**config.mk**
```make
export PLATFORM = sky130hd
export DESIGN_NAME = pktq_status_port
export DESIGN_NICKNAME = d
export VERILOG_FILES = /design/src/rtl/pktq_pkg.sv /design/src/rtl/pktq_fifo.sv /design/src/rtl/pktq_word_pack.sv /design/src/rtl/pktq_status_port.sv
export SDC_FILE = /design/constraint.sdc
export NUM_CORES = 1
export LEC_CHECK = 0
export BUFFER_PORTS_ARGS = -buffer_cell sky130_fd_sc_hd__buf_4
export CAP_MARGIN = 0
export CORE_MARGIN = 2
export CORE_UTILIZATION = 35
export CTS_CLUSTER_DIAMETER = 80
export DETAILED_ROUTE_END_ITERATION = 8
export PLACE_DENSITY = 0.6
export SLEW_MARGIN = 10
export SYNTH_ARGS = -nofsm -noshare
export SYNTH_HDL_FRONTEND = slang
export SYNTH_SLANG_ARGS = --single-unit
```
**constraint.sdc**
```tcl
create_clock -name clk -period 2.65 [get_ports clk]
set_clock_uncertainty 0.2 [all_clocks]
set_input_delay 0.3975 -clock clk [delete_from_list [all_inputs] [get_ports clk]]
set_output_delay 0.3975 -clock clk [all_outputs]
set_load 0.05 [all_outputs]
```
**src/rtl/pktq_pkg.sv**
```systemverilog
package pktq_pkg;
  localparam int STAT_W   = 16;
  localparam int HALF_W   = 8;
  localparam int FIELD_W  = 7;

  function automatic logic [HALF_W-1:0] pack_half(input logic empty,
                                                  input logic [FIELD_W-1:0] num);
    logic [HALF_W-1:0] b;
    b = {1'b0, num};
    b[HALF_W-1] = empty;
    b[HALF_W-2] = 1'b0;
    return b;
  endfunction
endpackage

```
**src/rtl/pktq_fifo.sv**
```systemverilog
module pktq_fifo #(
  parameter int W     = 6,
  parameter int DEPTH = 4
) (
  input  logic         clk,
  input  logic         rst,
  input  logic         push,
  input  logic [W-1:0] push_num,
  input  logic         pop,
  output logic [W-1:0] head,
  output logic         empty,
  output logic         ovf
);
  localparam int AW = (DEPTH > 1) ? $clog2(DEPTH) : 1;
  localparam int CW = $clog2(DEPTH + 1);

  logic [W-1:0]  mem [DEPTH];
  logic [AW-1:0] wr_ptr, rd_ptr;
  logic [CW-1:0] count;
  logic          do_pop, do_push, is_full;

  assign empty   = (count == '0);
  assign is_full = (count == CW'(DEPTH));
  assign do_pop  = pop && !empty;
  assign do_push = push && (!is_full || do_pop);

  function automatic logic [AW-1:0] bump(input logic [AW-1:0] p);
    if (p == AW'(DEPTH - 1)) return '0;
    return p + 1'b1;
  endfunction

  always_ff @(posedge clk) begin
    if (do_push) mem[wr_ptr] <= push_num;
  end

  always_ff @(posedge clk) begin
    if (rst) begin
      wr_ptr <= '0;
      rd_ptr <= '0;
      count  <= '0;
      ovf    <= 1'b0;
    end else begin
      if (do_push) wr_ptr <= bump(wr_ptr);
      if (do_pop)  rd_ptr <= bump(rd_ptr);
      case ({do_push, do_pop})
        2'b10:   count <= count + 1'b1;
        2'b01:   count <= count - 1'b1;
        default: count <= count;
      endcase
      if (push && !do_push) ovf <= 1'b1;
    end
  end

  assign head = empty ? '0 : mem[rd_ptr];

  AST_COUNT_BOUND: assert property (@(posedge clk) disable iff (rst)
    count <= CW'(DEPTH));
  AST_OVF_STICKY: assert property (@(posedge clk) disable iff (rst)
    ovf |=> ovf);
  AST_FULL_DROP: assert property (@(posedge clk) disable iff (rst)
    (is_full && push && !pop) |=> (ovf && count == CW'(DEPTH)));
  AST_EMPTY_POP_IGNORED: assert property (@(posedge clk) disable iff (rst)
    (empty && pop && !push) |=> (count == '0));
  AST_PUSHPOP_KEEP: assert property (@(posedge clk) disable iff (rst)
    (!empty && push && pop) |=> $stable(count));
endmodule

```
**src/rtl/pktq_word_pack.sv**
```systemverilog
module pktq_word_pack
  import pktq_pkg::*;
#(
  parameter int W = 6
) (
  input  logic              rx_empty,
  input  logic [W-1:0]      rx_head,
  input  logic              tx_empty,
  input  logic [W-1:0]      tx_head,
  output logic [STAT_W-1:0] word
);
  always_comb begin
    word = {pack_half(rx_empty, FIELD_W'(rx_head)),
            pack_half(tx_empty, FIELD_W'(tx_head))};
  end
endmodule

```
**src/rtl/pktq_status_port.sv**
```systemverilog
module pktq_status_port
  import pktq_pkg::*;
#(
  parameter int PNUM_W = 6,
  parameter int DEPTH  = 4
) (
  input  logic              clk,
  input  logic              rst,
  input  logic              rx_push,
  input  logic [PNUM_W-1:0] rx_push_num,
  input  logic              rx_remove,
  input  logic              tx_push,
  input  logic [PNUM_W-1:0] tx_push_num,
  input  logic              tx_ack,
  input  logic              host_wr,
  input  logic [15:0]       host_wdata,
  output logic [15:0]       stat_word,
  output logic              rx_ovf,
  output logic              tx_ovf
);
  logic [PNUM_W-1:0] rx_head, tx_head;
  logic              rx_empty, tx_empty;
  logic [STAT_W-1:0] word_next;
  logic              unused_host;

  // the status word is read-only: host writes are dropped here
  assign unused_host = ^{host_wr, host_wdata};

  pktq_fifo #(.W(PNUM_W), .DEPTH(DEPTH)) u_rxq (
    .clk(clk), .rst(rst), .push(rx_push), .push_num(rx_push_num),
    .pop(rx_remove), .head(rx_head), .empty(rx_empty), .ovf(rx_ovf)
  );

  pktq_fifo #(.W(PNUM_W), .DEPTH(DEPTH)) u_txq (
    .clk(clk), .rst(rst), .push(tx_push), .push_num(tx_push_num),
    .pop(tx_ack), .head(tx_head), .empty(tx_empty), .ovf(tx_ovf)
  );

  pktq_word_pack #(.W(PNUM_W)) u_pack (
    .rx_empty(rx_empty), .rx_head(rx_head),
    .tx_empty(tx_empty), .tx_head(tx_head),
    .word(word_next)
  );

  always_ff @(posedge clk) begin
    if (rst) stat_word <= 16'h8080;
    else     stat_word <= word_next;
  end

  AST_RX_EMPTY_ZERO: assert property (@(posedge clk) disable iff (rst)
    stat_word[15] |-> (stat_word[14:8] == '0));
  AST_TX_EMPTY_ZERO: assert property (@(posedge clk) disable iff (rst)
    stat_word[7] |-> (stat_word[6:0] == '0));
  AST_RX_FLAG_TRACK: assert property (@(posedge clk) disable iff (rst)
    rx_empty |=> stat_word[15]);
  AST_TX_FLAG_TRACK: assert property (@(posedge clk) disable iff (rst)
    tx_empty |=> stat_word[7]);
  AST_SPARE_BITS: assert property (@(posedge clk) disable iff (rst)
    (!stat_word[14] && !stat_word[6]));
endmodule

```
==> impl_metrics.ini, run 1 <==
[sta]
setup_viol = 0
post-route-min-period_ns = 2.27
timing.setup.tns_ns = 0
max_freq_mhz = 440
relSlewSlack_pct = 66.6
rsz0062_at_grt = no
layout_worst_path_cycle_share_pct = 85.8
fin_hold_ws_ns = 0.0620
finalMaxSlewViolations = 0
tightest_slew_ns = 0.501
hold_viol_final = 0

[logic_synthesis]
syn_area_per_cell_um2 = 14.7
syn_inst = 216
ys_seq_area_share_pct = 64.4
yosysWarnings = 0
synthXorXnorAreaFrac_pct = 1.10
synthMuxAreaShare_pct = 9.15
synth_area_mm2 = 0.00317
synth_compound_area_share_pct = 5.09
synth_top_family_by_area = simple AND/OR/NAND/NOR gates
synth_seq_cells = 78
synthSimpleGateAreaFrac_pct = 10.8
ys_types = 39
synth_fa_ha_area_share_pct = 5.60

[final_layout]
design_area_mm2 = 0.00373
most-common-layout-cells = 48 x edfxtp_1, 34 x buf_4, 30 x dfxtp_1
antenna_cells = 0
syn_to_final_growth_pct = 17.6
fin_cells = 362
drive_above_1_share_pct = 27.2
nNetsFinal = 297
final_common_cell = edfxtp_1
fin_util_pct = 42.5
num-fill-cells = 800

[clock_network]
cts_hold_buffers = 0
postCtsSetupBuffers = 0
cts_tree = yes
clockBufferDepth = 2
cts_resized = 0
cts_buffers = 9
clock-root-buffer = clkbuf_8
clkLatencyLatePin_ns = 0.33
clkTransAtPathRegs_ns = 0.08
cts.sinks = 78
htreeDepth = 3

[routing]
finalWirelength_mm = 4.83
via_count = 1678
first_pass_iters = 4
wl_per_cell_um = 13.4
drt_iter0_drc = 45
drc_errors = 0
antenna_left = 0
routed_via_density = 4.64

[die]
start_util_pct = 36.2
ios = 53
num_rows = 34
dieArea_mm2 = 0.00984
die_w_um = 99.2
design.core.area_mm2 = 0.00876
fp.dieH_um = 99.2

[pwr]
pwr-share-comb_pct = 20.9
p_switching_uw = 921
internal_power_mw = 2.26
p_sw_share_pct = 28.9
max-vdd-ir-drop_v = 0.000247
p_per_area_mw_per_mm2 = 854
seq_power_share_pct = 48.0
cellLeakagePower_nw = 1.36
clkPwrFrac_pct = 31.2

[place]
io_buffer_count = 33
dp_cells = 346
gp_congestion = 0.717
hpwl_mm = 3.32
place_area_mm2 = 0.00350

[global_routing]
grt_usage_pct = 10.9
grt_pass1_vias = 1657
overflow = 0
grt_pass1_wl_mm = 8.24
antenna_found_initial = 0
grt_start_max_net_pins = 20

[worst_setup_path]
cpLargestDelayFamily = simple AND/OR/NAND/NOR gates
cp_cell_sequence = nor4b_2 -> nor2_1 -> inv_1 -> ha_1 -> inv_1 -> fa_1 -> xor2_1 -> or3_1 -> a21oi_1
cpPeakStageDelay_ns = 0.39
setup.worst_path.class = reg -> reg
critPathLaunchType = flip-flop
worstSetupEndpointType = flip-flop
critical_path_arrival_ns = 2.35
crit_required_ns = 2.72
cpMaxStageDelayCell = dfxtp_1
cpMostUsedCell = inv_1
cp.buffers_inverters = 2
cp_max_fo = 6

[job]
max_cap_viol_count = 0

[min_path]
hold_class = in -> reg

[outcome]
outcome = finished, final reports clean
## area by class of cell
class	count	area, um2	area share [%]
Tap cell	108	135	3.62
Clock buffer	10	138	3.69
Clock inverter	6	92.6	2.48
Inverter	14	52.6	1.41
Sequential cell	78	2040	54.8
Timing Repair Buffer	34	255	6.85
Multi-Input combinational cell	112	1010	27.2
## Yosys cell counts
cell,instances,share of area [%]
edfxtp_1,48,45
dfxtp_1,30,19
inv_1,13,1.5
mux4_2,12,8.5
nor2_1,12,1.4
nor2b_1,12,2.4
ha_1,11,4.3
a21oi_1,10,1.6
and2_1,4,0.79
and3_1,4,0.79
clkbuf_1,4,0.47
o21ai_0,4,0.63
or3_1,4,0.79
xor2_1,4,1.1
buf_2,3,0.47
buf_4,3,0.71
clkbuf_2,3,0.47
nand3_1,3,0.47
or2_1,3,0.59
fa_1,2,1.3
mux2i_1,2,0.63
nand2_1,2,0.24
nand2b_1,2,0.39
nand3b_1,2,0.47
nor3_1,2,0.32
o2111ai_1,2,0.55
o31ai_2,2,0.79
or4_1,2,0.47
a221oi_2,1,0.47
a31oi_1,1,0.20
conb_1,1,0.12
inv_2,1,0.12
nor4b_2,1,0.47
nor4b_4,1,0.75
o211ai_1,1,0.24
o21ai_1,1,0.16
o21bai_1,1,0.24
o31ai_1,1,0.24
or4b_4,1,0.43
## registers in the layout, indices dropped and copies added, names as in the netlist
| name | count |
|---|---|
| stat_word | 14 |
| u_rxq.count | 3 |
| u_rxq.mem | 24 |
| u_rxq.ovf | 1 |
| u_rxq.rd_ptr | 2 |
| u_rxq.wr_ptr | 2 |
| u_txq.count | 3 |
| u_txq.mem | 24 |
| u_txq.ovf | 1 |
| u_txq.rd_ptr | 2 |
| u_txq.wr_ptr | 2 |
## stage by stage
stage          power [mW]  worst slack (ns)
2_1_floorplan        2.06             0.387
3_3_place_gp         2.22             0.290
3_5_place_dp         2.23             0.284
4_1_cts              3.24             0.352
5_1_grt              3.37             0.175
6_report             3.19             0.376
## power by group through the flow
stage,clock network [mW],registers [mW],logic (mW)
5_1_grt,1.09,1.55,0.729
2_1_floorplan,0,1.67,0.391
3_5_place_dp,0,1.56,0.671
6_report,0.993,1.53,0.664
4_1_cts,1.03,1.53,0.674
3_3_place_gp,0,1.56,0.665
## worst paths after layout
path / cells after the start / to / slack (ns) / startpoint
setup / recovery: 9 / u_rxq.count[2]$_SDFFE_PP0P_ / 0.38 / u_rxq.count[0]$_SDFFE_PP0P_
setup reg to reg: 9 / u_rxq.count[2]$_SDFFE_PP0P_ / 0.38 / u_rxq.count[0]$_SDFFE_PP0P_
hold / removal: 1 / u_txq.mem[1][2]$_DFFE_PP_ / 0.06 / tx_push_num[2]
hold reg to reg: 2 / u_rxq.ovf$_SDFFE_PP0P_ / 0.30 / u_rxq.ovf$_SDFFE_PP0P_
## layer usage
layer	wire, um	part of all wire, %	track usage (%)
met5	0	0	0
met4	84	1.7	5.06
met3	149	3.1	3.37
met2	2260	47	16.2
met1	2340	48	14.6
## cell families after synthesis
| kind of cell | count (synthesis) |
|---|---|
| other | 1 |
| muxes | 14 |
| xor gates and xnor gates | 4 |
| AOI/OAI and AO/OA | 24 |
| buffers and inverters | 27 |
| and+or+nand+nor | 55 |
| adders and majority gates | 13 |
| DFF | 78 |
No activity file was read; power rests on OpenSTA's default activity.
==> run 2: changes to the inputs <==
--- a/config.mk
+++ b/config.mk
@@ -7,7 +7,6 @@
 export LEC_CHECK = 0
 export BUFFER_PORTS_ARGS = -buffer_cell sky130_fd_sc_hd__buf_4
 export CAP_MARGIN = 0
-export CORE_MARGIN = 2
 export CORE_UTILIZATION = 35
 export CTS_CLUSTER_DIAMETER = 80
 export DETAILED_ROUTE_END_ITERATION = 8
==> impl_metrics.ini, run 2 (synthesis results as in run 1) <==
[outcome]
outcome = finished, final reports clean

[place]
hpwl_mm = 3.28
place_area_mm2 = 0.00350
io_buffer_count = 33
place_ws_ns = 0.290
gp_congestion = 0.712

[clock_network]
clockBufferDepth = 2
cts_resized = 0
clkLatencyLatePin_ns = 0.34
clock-root-buffer = clkbuf_8
cts_hold_buffers = 0
clkTransAtPathRegs_ns = 0.08
cts_tree = yes
htreeDepth = 3
cts.sinks = 78
postCtsSetupBuffers = 0
cts_buffers = 9

[routing]
antenna_left = 0
via_count = 1686
finalWirelength_mm = 4.80
routed_via_density = 4.66
first_pass_iters = 4
wl_per_cell_um = 13.3
drt_iter0_drc = 60
drc_errors = 0

[pwr]
cellLeakagePower_nw = 1.36
p_per_area_mw_per_mm2 = 850
max-vdd-ir-drop_v = 0.000292

[worst_setup_path]
critical_path_arrival_ns = 2.35
ff2ff_path_depth = 9
worstSetupEndpointType = flip-flop
critPathLaunchType = flip-flop
rrSetupSlack_ns = 0.37
reg2reg_to = u_rxq.count[2]$_SDFFE_PP0P_
r2r-start = u_rxq.count[0]$_SDFFE_PP0P_
setup.worst_path.class = reg -> reg
crit_required_ns = 2.73
cp_max_fo = 6

[min_path]
hold_depth = 1
hp-start = rx_push_num[2]
hold_class = in -> reg
hold_end = u_rxq.mem[3][2]$_DFFE_PP_

[job]
max_cap_viol_count = 0

[global_routing]
antenna_found_initial = 0
grt_pass1_wl_mm = 8.09
overflow = 0
grt_usage_pct = 11.2
grt_pass1_vias = 1638
grt_start_max_net_pins = 20

[sta]
max_freq_mhz = 439
hold_viol_final = 0
rsz0062_at_grt = no
tightest_slew_ns = 0.501
post-route-min-period_ns = 2.28
finalMaxSlewViolations = 0
layout_worst_path_cycle_share_pct = 85.9
fin_ws_ns = 0.373
timing.setup.tns_ns = 0
relSlewSlack_pct = 66.6
setup_viol = 0

[die]
ios = 53
num_rows = 34
die_w_um = 97.2
fp.dieH_um = 97.2
dieArea_mm2 = 0.00945
start_util_pct = 36.2
design.core.area_mm2 = 0.00876

[final_layout]
most-common-layout-cells = 48 x edfxtp_1, 34 x buf_4, 30 x dfxtp_1
nNetsFinal = 297
design_area_mm2 = 0.00372
drive_above_1_share_pct = 27.2
reg.largest.list = u_rxq.mem: 24 flops, u_txq.mem: 24 flops, stat_word: 14 flops
antenna_cells = 0
syn_to_final_growth_pct = 17.3
final_common_cell = edfxtp_1
## run 2: changes by cell type in the layout (fill, tap and decap cells not counted), sizes merged
cell / before / now
clkbuf: 10 / 9
clkinv: 0 / 2
inv: 16 / 15
## run 2: area by class of cell
class	instances	area [um2]
clock buffers	9	124
multi-input cells	112	1010
inverters	14	52.6
clock inverters	7	97.6
well taps	108	135
flip-flops and latches	78	2040
fillers	796	5040
repair buffers	34	255
## run 2: stage by stage
stage	total power [mW]	utilization [%]	std cells	hold WS (ns)
after floorplan	2.06	-	217	0.287
after global placement	2.22	39.9	346	0.266
after detailed placement	2.23	39.9	346	0.269
after CTS	3.20	42.4	362	0.0288
after global routing	3.33	42.4	362	0.0312
final	3.16	42.4	362	0.0476
## run 2: worst max-delay path by stage
stage                                      startpoint                          end  cells after the start  slack (ns)
final                     u_rxq.count[0]$_SDFFE_PP0P_  u_rxq.count[2]$_SDFFE_PP0P_                      9        0.37
after global routing      u_rxq.count[0]$_SDFFE_PP0P_  u_rxq.count[2]$_SDFFE_PP0P_                      9        0.15
after CTS                 u_rxq.count[0]$_SDFFE_PP0P_  u_rxq.count[2]$_SDFFE_PP0P_                      9        0.34
after detailed placement                    rx_remove  u_rxq.count[2]$_SDFFE_PP0P_                     10        0.29
after global placement                      rx_remove  u_rxq.count[2]$_SDFFE_PP0P_                     10        0.29
after floorplan           u_rxq.count[0]$_SDFFE_PP0P_  u_rxq.count[2]$_SDFFE_PP0P_                      9        0.39
## run 2: report_power, final
part	internal, mW	switching [mW]
clock network	0.533	0.436
registers	1.42	0.115
logic	0.285	0.378
## run 2: critical path, stage by stage, from the launching register on
cell     delay [ns]
dfxtp_1        0.38
nor4b_2        0.33
nor2_1         0.07
inv_1          0.06
ha_1           0.17
inv_1          0.06
fa_1           0.37
xor2_1         0.15
or3_1          0.30
a21oi_1        0.13
## run 2: metal layers
metal | GRT usage (%) | share of wire, %
met1 | 14.4 | 48
met2 | 17.1 | 47
met3 | 3.81 | 3.5
met4 | 4.82 | 2.1
met5 | 0 | 0
==> run 3: changes to the inputs <==
--- a/config.mk
+++ b/config.mk
@@ -7,10 +7,12 @@
 export LEC_CHECK = 0
 export BUFFER_PORTS_ARGS = -buffer_cell sky130_fd_sc_hd__buf_4
 export CAP_MARGIN = 0
+export CELL_PAD_IN_SITES_DETAIL_PLACEMENT = 1
+export CELL_PAD_IN_SITES_GLOBAL_PLACEMENT = 2
 export CORE_UTILIZATION = 35
 export CTS_CLUSTER_DIAMETER = 80
 export DETAILED_ROUTE_END_ITERATION = 8
-export PLACE_DENSITY = 0.6
+export PLACE_DENSITY = 0.78
 export SLEW_MARGIN = 10
 export SYNTH_ARGS = -nofsm -noshare
 export SYNTH_HDL_FRONTEND = slang
==> impl_metrics.ini, run 3 (synthesis results as in run 1) <==
[final_layout]
most-common-layout-cells = 48 x edfxtp_1, 34 x buf_4, 30 x dfxtp_1
final_common_cell = edfxtp_1
antenna_cells = 0
reg.largest.list = u_rxq.mem: 24 flops, u_txq.mem: 24 flops, stat_word: 14 flops
syn_to_final_growth_pct = 17.3
num-fill-cells = 916
drive_above_1_share_pct = 27.2
nNetsFinal = 297

[pwr]
pwr-share-comb_pct = 21.1
p_per_area_mw_per_mm2 = 857
seq_power_share_pct = 48.1
cellLeakagePower_nw = 1.36
clkPwrFrac_pct = 30.8
max-vdd-ir-drop_v = 0.000313
p_switching_uw = 953
p_sw_share_pct = 29.9
internal_power_mw = 2.23
p_total_mw = 3.19

[place]
hpwl_mm = 3.65
place_ws_ns = 0.250
io_buffer_count = 33
gp_congestion = 0.678

[sta]
tightest_slew_ns = 0.556
max_freq_mhz = 434
relSlewSlack_pct = 62.9
finalMaxSlewViolations = 0
layout_worst_path_cycle_share_pct = 86.9
post-route-min-period_ns = 2.30
hold_viol_final = 0
fin_ws_ns = 0.346
setup_viol = 0
rsz0062_at_grt = no
timing.setup.tns_ns = 0

[die]
ios = 53
die_w_um = 97.2
dieArea_mm2 = 0.00945
start_util_pct = 36.2
fp.dieH_um = 97.2
design.core.area_mm2 = 0.00876
num_rows = 34

[global_routing]
grt_pass1_wl_mm = 8.82
grt_usage_pct = 12.3
grt_start_max_net_pins = 20
overflow = 0
grt_pass1_vias = 1749
antenna_found_initial = 0

[clock_network]
clkTransAtPathRegs_ns = 0.08
htreeDepth = 3
clkLatencyLatePin_ns = 0.34
cts_tree = yes
postCtsSetupBuffers = 0
cts.sinks = 78
cts_hold_buffers = 0
cts_buffers = 9
clock-root-buffer = clkbuf_8
cts_resized = 0
clockBufferDepth = 2

[routing]
via_count = 1750
drc_errors = 0
finalWirelength_mm = 5.43
drt_iter0_drc = 79
first_pass_iters = 4
wl_per_cell_um = 15.0
antenna_left = 0
routed_via_density = 4.83

[worst_setup_path]
worstSetupEndpointType = flip-flop
reg2reg_to = u_rxq.count[2]$_SDFFE_PP0P_
cpPeakStageDelay_ns = 0.38
critical_path_arrival_ns = 2.38
cpLargestDelayFamily = simple AND/OR/NAND/NOR gates
path_depth = 9
crit_required_ns = 2.73
ff2ff_path_depth = 9
cp.buffers_inverters = 2
critPathLaunchType = flip-flop
setup.worst_path.class = reg -> reg
cpMostUsedCell = inv_1
rrSetupSlack_ns = 0.35
cp_cell_sequence = nor4b_2 -> nor2_1 -> inv_1 -> ha_1 -> inv_1 -> fa_1 -> xor2_1 -> or3_1 -> a21oi_1
cpMaxStageDelayCell = dfxtp_1
r2r-start = u_rxq.count[0]$_SDFFE_PP0P_
cp_max_fo = 6

[min_path]
hold_end = u_txq.mem[1][5]$_DFFE_PP_
hold_depth = 1
hp-start = tx_push_num[5]
hold_class = in -> reg

[outcome]
outcome = finished, final reports clean

[job]
max_cap_viol_count = 0
## run 3: cell count changes in the layout (fill, tap and decap cells not counted)
cell / change
clkinv_4: +2
clkinvlp_4: -1
inv_6: -1
## run 3: per-layer routing
| metal | vias up | track usage, % | wire length [um] |
|---|---|---|---|
| met5 | - | 0 | 0 |
| met4 | 0 | 4.48 | 61 |
| met3 | 6 | 3.74 | 180 |
| met2 | 28 | 20.4 | 2680 |
| met1 | 870 | 15.2 | 2510 |
| li1 | 846 | - | - |
## run 3: layout make-up
type	instances	area, um2	share of cell area [%]
inverter	14	52.6	1.41
tap	108	135	3.63
sequential	78	2040	54.9
multi-input combinational	112	1010	27.2
clock buffer	9	124	3.33
clock inverter	7	98.8	2.66
timing repair buffer	34	255	6.86
## run 3: through the flow
| step | area [um2] | cells | util, % | hold WS, ns |
|---|---|---|---|---|
| detailed placement | 3500 | 346 | 39.9 | 0.280 |
| CTS | 3720 | 362 | 42.5 | 0.0346 |
| finish | 3720 | 362 | 42.5 | 0.0476 |
| floorplan | 3180 | 217 | - | 0.287 |
| global placement | 3500 | 346 | 39.9 | 0.254 |
| global route | 3720 | 362 | 42.5 | 0.0211 |
## run 3: how the worst max path moves through the flow
stage                                           start                     endpoint
after floorplan           u_rxq.count[0]$_SDFFE_PP0P_  u_rxq.count[2]$_SDFFE_PP0P_
after CTS                 u_rxq.count[0]$_SDFFE_PP0P_  u_rxq.count[2]$_SDFFE_PP0P_
after global routing      u_rxq.count[0]$_SDFFE_PP0P_  u_rxq.count[2]$_SDFFE_PP0P_
after global placement                      rx_remove  u_rxq.count[2]$_SDFFE_PP0P_
final                     u_rxq.count[0]$_SDFFE_PP0P_  u_rxq.count[2]$_SDFFE_PP0P_
after detailed placement                    rx_remove  u_rxq.count[2]$_SDFFE_PP0P_
## run 3: power by group through the flow
| stage | Clock (mW) | Sequential (mW) | Combinational [mW] |
|---|---|---|---|
| after floorplan | 0 | 1.67 | 0.391 |
| after global placement | 0 | 1.56 | 0.666 |
| after detailed placement | 0 | 1.56 | 0.682 |
| after CTS | 1.00 | 1.54 | 0.687 |
| after global routing | 1.06 | 1.56 | 0.733 |
| final | 0.981 | 1.53 | 0.672 |
